--- config.mk ---
export PLATFORM = sky130hd
export DESIGN_NAME = evt_timer16
export DESIGN_NICKNAME = d
export VERILOG_FILES = /design/src/rtl/tmr_pkg.sv /design/src/rtl/tmr_edge_det.sv /design/src/rtl/tmr_count_core.sv /design/src/rtl/tmr_req_flag.sv /design/src/rtl/evt_timer16.sv
export SDC_FILE = /design/constraint.sdc
export NUM_CORES = 1
export LEC_CHECK = 0
export ABC_AREA = 1
export BUFFER_PORTS_ARGS = -buffer_cell sky130_fd_sc_hd__clkbuf_2
export CAP_MARGIN = 25
export CORE_MARGIN = 1.5
export CORE_UTILIZATION = 55
export CTS_CLUSTER_DIAMETER = 100
export DETAILED_ROUTE_END_ITERATION = 6
export PLACE_DENSITY = 0.79
export REMOVE_ABC_BUFFERS = 1
export SYNTH_ARGS = -nofsm -noshare
export SYNTH_HDL_FRONTEND = slang
export SYNTH_SLANG_ARGS = --single-unit
--- constraint.sdc ---
create_clock -name clk_i -period 5.2 [get_ports clk_i]
set_clock_uncertainty 0.2 [all_clocks]
set_input_delay 0.26 -clock clk_i [delete_from_list [all_inputs] [get_ports clk_i]]
set_output_delay 0.26 -clock clk_i [all_outputs]
set_load 0.01 [all_outputs]
--- src/rtl/tmr_pkg.sv ---
package tmr_pkg;
  typedef enum logic [1:0] {
    MODE_OFF = 2'b00,
    MODE_EVT = 2'b01,
    MODE_TMR = 2'b10,
    MODE_PW  = 2'b11
  } tmr_mode_e;

  typedef struct packed {
    logic      run;
    logic      pol;
    tmr_mode_e mode;
  } tmr_ctrl_t;

  localparam logic [1:0] SEL_PRE = 2'd0;
  localparam logic [1:0] SEL_CTL = 2'd1;
  localparam logic [1:0] SEL_CNT = 2'd2;
  localparam logic [1:0] SEL_REQ = 2'd3;
endpackage

--- src/rtl/tmr_edge_det.sv ---
module tmr_edge_det (
  input  logic clk_i,
  input  logic rst_ni,
  input  logic sig_i,
  output logic rise_o,
  output logic fall_o
);
  logic sig_q;

  always_ff @(posedge clk_i or negedge rst_ni) begin
    if (!rst_ni) sig_q <= 1'b0;
    else         sig_q <= sig_i;
  end

  assign rise_o = sig_i & ~sig_q;
  assign fall_o = ~sig_i & sig_q;
endmodule

--- src/rtl/tmr_count_core.sv ---
module tmr_count_core #(
  parameter int CNT_W = 16
) (
  input  logic             clk_i,
  input  logic             rst_ni,
  input  logic             inc_i,
  input  logic             load_i,
  input  logic [CNT_W-1:0] load_val_i,
  input  logic [CNT_W-1:0] reload_val_i,
  output logic [CNT_W-1:0] cnt_o,
  output logic             ovf_o
);
  localparam logic [CNT_W-1:0] CNT_MAX = {CNT_W{1'b1}};

  logic [CNT_W-1:0] cnt_q;

  assign ovf_o = inc_i & ~load_i & (cnt_q == CNT_MAX);

  always_ff @(posedge clk_i or negedge rst_ni) begin
    if (!rst_ni)    cnt_q <= '0;
    else if (load_i) cnt_q <= load_val_i;
    else if (inc_i) begin
      if (cnt_q == CNT_MAX) cnt_q <= reload_val_i;
      else                  cnt_q <= cnt_q + 1'b1;
    end
  end

  assign cnt_o = cnt_q;


  wrap_reload_chk: assert property (@(posedge clk_i) disable iff (!rst_ni)
    (inc_i && !load_i && cnt_q == CNT_MAX) |=> (cnt_q == $past(reload_val_i)));
endmodule

--- src/rtl/tmr_req_flag.sv ---
module tmr_req_flag (
  input  logic clk_i,
  input  logic rst_ni,
  input  logic set_i,
  input  logic clr_i,
  output logic req_o
);
  logic req_q;

  always_ff @(posedge clk_i or negedge rst_ni) begin
    if (!rst_ni)     req_q <= 1'b0;
    else if (set_i)  req_q <= 1'b1;
    else if (clr_i)  req_q <= 1'b0;
  end

  assign req_o = req_q;


  req_sticky_chk: assert property (@(posedge clk_i) disable iff (!rst_ni)
    (req_q && !clr_i) |=> req_q);

  set_wins_chk: assert property (@(posedge clk_i) disable iff (!rst_ni)
    set_i |=> req_q);
endmodule

--- src/rtl/evt_timer16.sv ---
module evt_timer16
  import tmr_pkg::*;
#(
  parameter int CNT_W = 16
) (
  input  logic             clk_i,
  input  logic             rst_ni,
  input  logic             tick_i,
  input  logic             ext_i,
  input  logic             wr_en_i,
  input  logic [1:0]       wr_sel_i,
  input  logic [CNT_W-1:0] wr_data_i,
  input  logic [1:0]       rd_sel_i,
  output logic [CNT_W-1:0] rd_data_o,
  input  logic             clr_req_i,
  output logic             req_o
);
  localparam int CTL_W = $bits(tmr_ctrl_t);

  tmr_ctrl_t        ctrl_q;
  logic [CNT_W-1:0] pre_q;
  logic [CNT_W-1:0] cnt;
  logic             ext_rise, ext_fall;
  logic             inc, ovf, pw_stop;
  logic             wr_pre, wr_ctl, meas_lvl, trail_edge;

  assign wr_pre = wr_en_i && (wr_sel_i == SEL_PRE);
  assign wr_ctl = wr_en_i && (wr_sel_i == SEL_CTL);

  tmr_edge_det i_edge (
    .clk_i  (clk_i),
    .rst_ni (rst_ni),
    .sig_i  (ext_i),
    .rise_o (ext_rise),
    .fall_o (ext_fall)
  );

  // polarity 0: rising edge / high level; 1: falling edge / low level
  assign meas_lvl   = ext_i ^ ctrl_q.pol;
  assign trail_edge = ctrl_q.pol ? ext_rise : ext_fall;

  always_comb begin
    inc = 1'b0;
    if (ctrl_q.run) begin
      unique case (ctrl_q.mode)
        MODE_OFF: inc = 1'b0;
        MODE_EVT: inc = ctrl_q.pol ? ext_fall : ext_rise;
        MODE_TMR: inc = tick_i;
        MODE_PW:  inc = tick_i & meas_lvl;
      endcase
    end
  end

  assign pw_stop = ctrl_q.run && (ctrl_q.mode == MODE_PW) && trail_edge;

  always_ff @(posedge clk_i or negedge rst_ni) begin
    if (!rst_ni) begin
      ctrl_q <= '0;
      pre_q  <= '0;
    end else begin
      if (wr_pre)       pre_q <= wr_data_i;
      if (wr_ctl)       ctrl_q <= tmr_ctrl_t'(wr_data_i[CTL_W-1:0]);
      else if (pw_stop) ctrl_q.run <= 1'b0;
    end
  end

  tmr_count_core #(.CNT_W(CNT_W)) i_core (
    .clk_i        (clk_i),
    .rst_ni       (rst_ni),
    .inc_i        (inc),
    .load_i       (wr_pre && !ctrl_q.run),
    .load_val_i   (wr_data_i),
    .reload_val_i (pre_q),
    .cnt_o        (cnt),
    .ovf_o        (ovf)
  );

  tmr_req_flag i_req (
    .clk_i  (clk_i),
    .rst_ni (rst_ni),
    .set_i  (ovf),
    .clr_i  (clr_req_i),
    .req_o  (req_o)
  );

  always_comb begin
    unique case (rd_sel_i)
      SEL_PRE: rd_data_o = pre_q;
      SEL_CTL: rd_data_o = {{(CNT_W-CTL_W){1'b0}}, ctrl_q};
      SEL_CNT: rd_data_o = cnt;
      SEL_REQ: rd_data_o = {{(CNT_W-1){1'b0}}, req_o};
    endcase
  end


  idle_hold_chk: assert property (@(posedge clk_i) disable iff (!rst_ni)
    (!ctrl_q.run && !wr_en_i) |=> $stable(cnt));

  evt_no_edge_chk: assert property (@(posedge clk_i) disable iff (!rst_ni)
    (ctrl_q.mode == MODE_EVT && !ext_rise && !ext_fall && !wr_en_i) |=> $stable(cnt));

  pw_stop_chk: assert property (@(posedge clk_i) disable iff (!rst_ni)
    (pw_stop && !wr_ctl) |=> !ctrl_q.run);
endmodule

# After elaboration in Yosys (flattened, before gate mapping)
# Cells that the tools add are included.
# totals
ff_bits	38
input_bits	26
out_inout_bits	17
word_cells	49
# op_classes
addsub	1
n_eq_ne	8
muxes	12
bitwise	9
reduce_logical	12
# op_table
operator	n
$pmux W16 S4	1
$mux W16	3
$add A16 B1 Y16 const B	1
$eq A16 B16 Y1 const B	1
$eq A2 B2 Y1 const B	4
$mux W1	7
$eq A2 B1 Y1 const B	3
$logic_not A2 Y1	3
$reduce_bool A2 Y1	3
$and A1 B1 Y1	5
$logic_and A1 B1 Y1	5
$pmux W1 S4	1
$not A1 Y1	3
$logic_not A1 Y1	1
$xor A1 B1 Y1	1

# Longest topological paths before layout
# depth
ltp_word	8
mapped_depth	11
mapped_depth_nobuf	11

# Modules after synthesis
# From an unflattened synthesis, not the netlist that was laid out.
# hier_totals
cells_unflattened	314
area_unflattened_um2	2398.6
# by_module_without_submodules
module	n_inst	cells_per_inst	area_each_um2	seq_area_each_um2
tmr_count_core	1	162	1221.2	400.4
evt_timer16	1	142	1097.3	500.5
tmr_edge_det	1	5	40.0	25.0
tmr_req_flag	1	5	40.0	25.0

# Worst setup path after synthesis
# Ideal clock, no wire load.
# synth_path
path_type	reg2reg
start	register i_core.cnt_q[0] (netlist: i_core.cnt_o[0])
end	register i_core.cnt_q[8] (netlist: i_core.cnt_o[8])
setup_time_ns	0.125
arrival_ns	1.311
t_required_ns	4.875
path_slack_ns	3.564
stages_incl_launch_ff	9
path_buffers	0
synth_period_minus_slack_ns	1.636
cell_sequence	dfrtp_1 > ha_1 > nand3_2 > nor2_4 > nand4_4 > clkinv_2 > nand2_1 > nand3_1 > nand3_1
# synth_between
elab_chain_len	4
elab_cells_between_ends	5
cone_classes	add/sub (1); eq/ne (1); mux (3)
# synth_lines
item	line_no	text
start, declared	tmr_count_core.sv:15	logic [CNT_W-1:0] cnt_q;
start signal, assigned	tmr_count_core.sv:21	else if (load_i) cnt_q <= load_val_i;
start signal, assigned	tmr_count_core.sv:23	if (cnt_q == CNT_MAX) cnt_q <= reload_val_i;
start signal, assigned	tmr_count_core.sv:24	else cnt_q <= cnt_q + 1'b1;
$add A16 B1 Y16 or $eq A16 B16 Y1 (tied branches)	tmr_count_core.sv:24, tmr_count_core.sv:23	
$mux W16 *	tmr_count_core.sv:23	
$mux W16 *	tmr_count_core.sv:22	else if (inc_i) begin
$mux W16 *	tmr_count_core.sv:21	
# Every way passes the cells marked *; elsewhere a longest branch is shown, timed or not. The select of a mux whose other input is x is not followed.
# A chain may end at the register's enable or synchronous reset.

# Worst setup path after layout
# layout_path
start	input port rd_sel_i[0]
end	output port rd_data_o[14]
# layout_between
elab_chain_len	2
elab_cells_between_ends	5
cone_classes	eq/ne (3); mux (1); reduce/logical (1)
# layout_lines
item	line_no	text
start, declared	evt_timer16.sv:13	input logic [1:0] rd_sel_i,
$eq A2 B2 Y1 (tied with other cells)	evt_timer16.sv:87	unique case (rd_sel_i)
$pmux W16 S4 *	evt_timer16.sv:87	
end, declared	evt_timer16.sv:14	output logic [CNT_W-1:0] rd_data_o,
# Every way passes the cells marked *; elsewhere a longest branch is shown, timed or not.

==> run summary <==
### Worst setup path
- 1910 ps — arrival time of the worst setup path
- 11 — maximum fanout along the worst path
- 3020 ps — worst reg2reg setup slack
- i_core.cnt_o[13]$_DFFE_PN0P_ — Worst R2R End
- input pin to output port — critical path start-end classification
- ctrl_q[2]$_DFFE_PN0P_ — reg-to-reg critical path startpoint
- 4740 ps — required time reported for the critical path endpoint
- 9 — Worst Reg-to-Reg Cells
- output port — critical path capture point type
- input pin — startpoint types

### Detailed routing
- 0 — antenna viol nets, final
- 211 — drt first-iter violations
- 0 — final routed DRC violation total
- 5 — number of search-and-repair iterations in the first detailed-routing pass
- 2535 — via count
- 6260 um — Routed Wire Length
- 5.44 — routed via count divided by cell count
- 13.4 um — final routed wire length divided by cell count

### Die
- 69.8 um — width of the chip
- 56.8% — Starting Density
- 4320 um^2 — core region area
- 69.8 um — Die Y-Extent
- 24 — Row Count
- 43 — number of placed I/O pins
- 4870 um^2 — floorplan die area

### Place
- 0.910 — last weighted congestion value of the routability-driven placer
- 2680 um^2 — standard cell area after detailed placement
- 2660 ps — worst-case setup slack after placement
- 42 — total of buffers placed on input and output ports
- 4430 um — HPWL after detailed placement

### Global routing
- 0 — antenna violations before repair
- 10500 um — global-route wire length before repair
- 2215 — number of global-route vias before repair
- 39 — maximum number of pins on one net before global-route repair
- 26.9% — global router's overall resource usage
- 0 — total congestion overflow after global routing

### Timing
- 0 — # setup viols final
- 0 ps — Setup TNS Final
- false — RSZ-0062 raised after global routing
- 2830 ps — crit path setup slack, layout
- 38.2% — relative slew slack
- 45.6% — final period utilization
- 421 MHz — fmax
- -5.33 ps — worst hold slack
- 2 — final count of hold timing violations
- 923 ps — Worst-Margin Slew
- 2370 ps — final worst path period need
- 0 — total count of max-transition violations in the final report

### Synthesis
- dfrtp_1, nand2_1, nand3_1 — Area contributors post-synth
- 30 — number of library cell types mapped by synthesis
- 38.7% — sequential element share of the synthesized area
- 38 — total of flip-flops plus latches after synthesis
- 38.7% — fraction of synthesized cell area taken by the top area cell type
- 370 — synthesized instance count
- dfrtp_1 — cell taking the most area after synthesis
- 0 — count of yosys warnings during synthesis
- 6.63 um^2 — post-synthesis area per instance
- 2450 um^2 — cell area after technology mapping

### Clocking
- 2 — maximum clock insertion buffer count
- 0 — setup bufs post-CTS
- clkbuf_8 — clock tree root buffer cell
- 2 — H-tree level count
- 5 — Num CTS Buffers
- 38 — number of clock sinks
- 70 ps — clock transition at the registers of the reported paths
- yes — TritonCTS clock tree
- 290 ps — clock insertion delay at the later pin of the skew report

### Layout
- 423 — fill cell total of the finished layout
- 15.0% — fraction of final layout cells with drive strength greater than 1
- 0 — n_diodes
- 442 — Final nets
- 65.7% — core utilization of the finished layout
- 2840 um^2 — Final Cell Area
- 15.8% — relative area change from synthesis to final layout
- nand2_1, nand3_1, inv_1, clkbuf_2, dfrtp_1 — commonest cells after routing, fill and taps aside
- nand2_1 — leading cell type in the layout, fill and taps excluded

### Power and ir drop
- 0.00151 uW — leakage power figure
- 0.197 mV — worst supply voltage drop on vdd
- 360 nW/um^2 — Power Density

### Min path
- pre_q[13]$_DFFE_PN0P_ — endpoint of the worst hold path
- input pin to flop — hold crit path type
- 3 — Hold Path Cell Cnt
- wr_data_i[13] — startpoint of the lowest-slack hold path

### Run
- 0 — max cap viols

### Run status
- finished with violations — result of the run
- negative hold slack — violated checks

==> power by group <==
group,switching [uW],internal (uW),total [uW],leakage [uW]
registers,107,376,483,0.000482
logic,194,141,334,0.000985
clock network,103,102,205,0.0000431
total,403,619,1020,0.00151
==> sequential cells by signal, summed over array words and instances, names as in the netlist <==
signal        cells
i_edge.sig_q      1
i_req.req_o       1
pre_q            16
i_core.cnt_o     16
ctrl_q            4
==> layout make-up <==
cell class,instances,area (um^2),area share [%]
multi-input combinational,273,1270,44.7
timing repair buffer,48,288,10.1
sequential,38,951,33.5
inverter,49,186,6.56
clock buffer,6,82.6,2.90
tap,52,65.1,2.29
==> worst max-delay path by stage <==
stage	depth (start not counted)	slack, ps	endpoint	from
global placement	9	2750	i_core.cnt_o[9]$_DFFE_PN0P_	wr_sel_i[0]
floorplan	8	3340	i_core.cnt_o[5]$_DFFE_PN0P_	wr_sel_i[0]
global route	9	2660	i_core.cnt_o[5]$_DFFE_PN0P_	wr_sel_i[0]
CTS	5	2890	rd_data_o[14]	rd_sel_i[0]
detailed placement	9	2660	i_core.cnt_o[11]$_DFFE_PN0P_	wr_sel_i[0]
finish	5	2830	rd_data_o[14]	rd_sel_i[0]
==> repair_timing <==
item	4_1_cts	5_1_grt
resized for setup	0	0
endpoints found under the setup margin	0	0
endpoints found under the hold margin	42	0
hold buffers	5	0
==> metal layers <==
layer | global-route usage (%) | wire, um | vias up
met3 | 4.65 | 380 | 11
met2 | 41.2 | 2890 | 86
met1 | 38.6 | 2870 | 1165
li1 | - | - | 1273
met4 | 9.40 | 123 | 0
met5 | 0 | 0 | -
==> cells in the mapped netlist <==
| library cell | number |
|---|---|
| inv_1 | 45 |
| buf_4 | 2 |
| nand2_1 | 132 |
| o22ai_1 | 5 |
| nor2_2 | 2 |
| nand3_2 | 1 |
| buf_2 | 2 |
| o21bai_1 | 1 |
| nor3_1 | 1 |
| nand3b_1 | 2 |
| a21oi_1 | 3 |
| nor2_1 | 19 |
| xor2_1 | 4 |
| nor2_4 | 1 |
| nand3_1 | 51 |
| o211ai_1 | 1 |
| and2_1 | 1 |
| nand2_2 | 4 |
| nand4_4 | 1 |
| nand4_1 | 5 |
| dfrtp_1 | 38 |
| o21ai_0 | 35 |
| inv_2 | 2 |
| buf_1 | 1 |
| ha_1 | 1 |
| o221ai_1 | 1 |
| clkinv_2 | 2 |
| a22o_1 | 1 |
| clkbuf_1 | 5 |
| xnor2_1 | 1 |
==> per-stage QoR <==
stage / instances / power [uW]
floorplan: 360 / 702
global placement: 454 / 800
detailed placement: 454 / 811
CTS: 465 / 1020
global route: 466 / 1100
finish: 466 / 1020
==> cell families (layout without fill, tap and decap cells) <==
kind of cell    Yosys count  in the layout  share of synthesized area (%)
xor+xnor                  5              5                           1.78
fa+ha+maj                 1              1                          0.510
buf+inv                  59            103                           9.53
compound gates           47             47                           10.3
flops                    38             38                           38.7
simple gates            220            220                           39.1
==> worst max-delay path: stages <==
cell and delay [ps]:
clkbuf_2 120, nor2_1 710, inv_1 350, o22ai_1 290, clkbuf_2 170
Power figures use the tool's default switching activity.
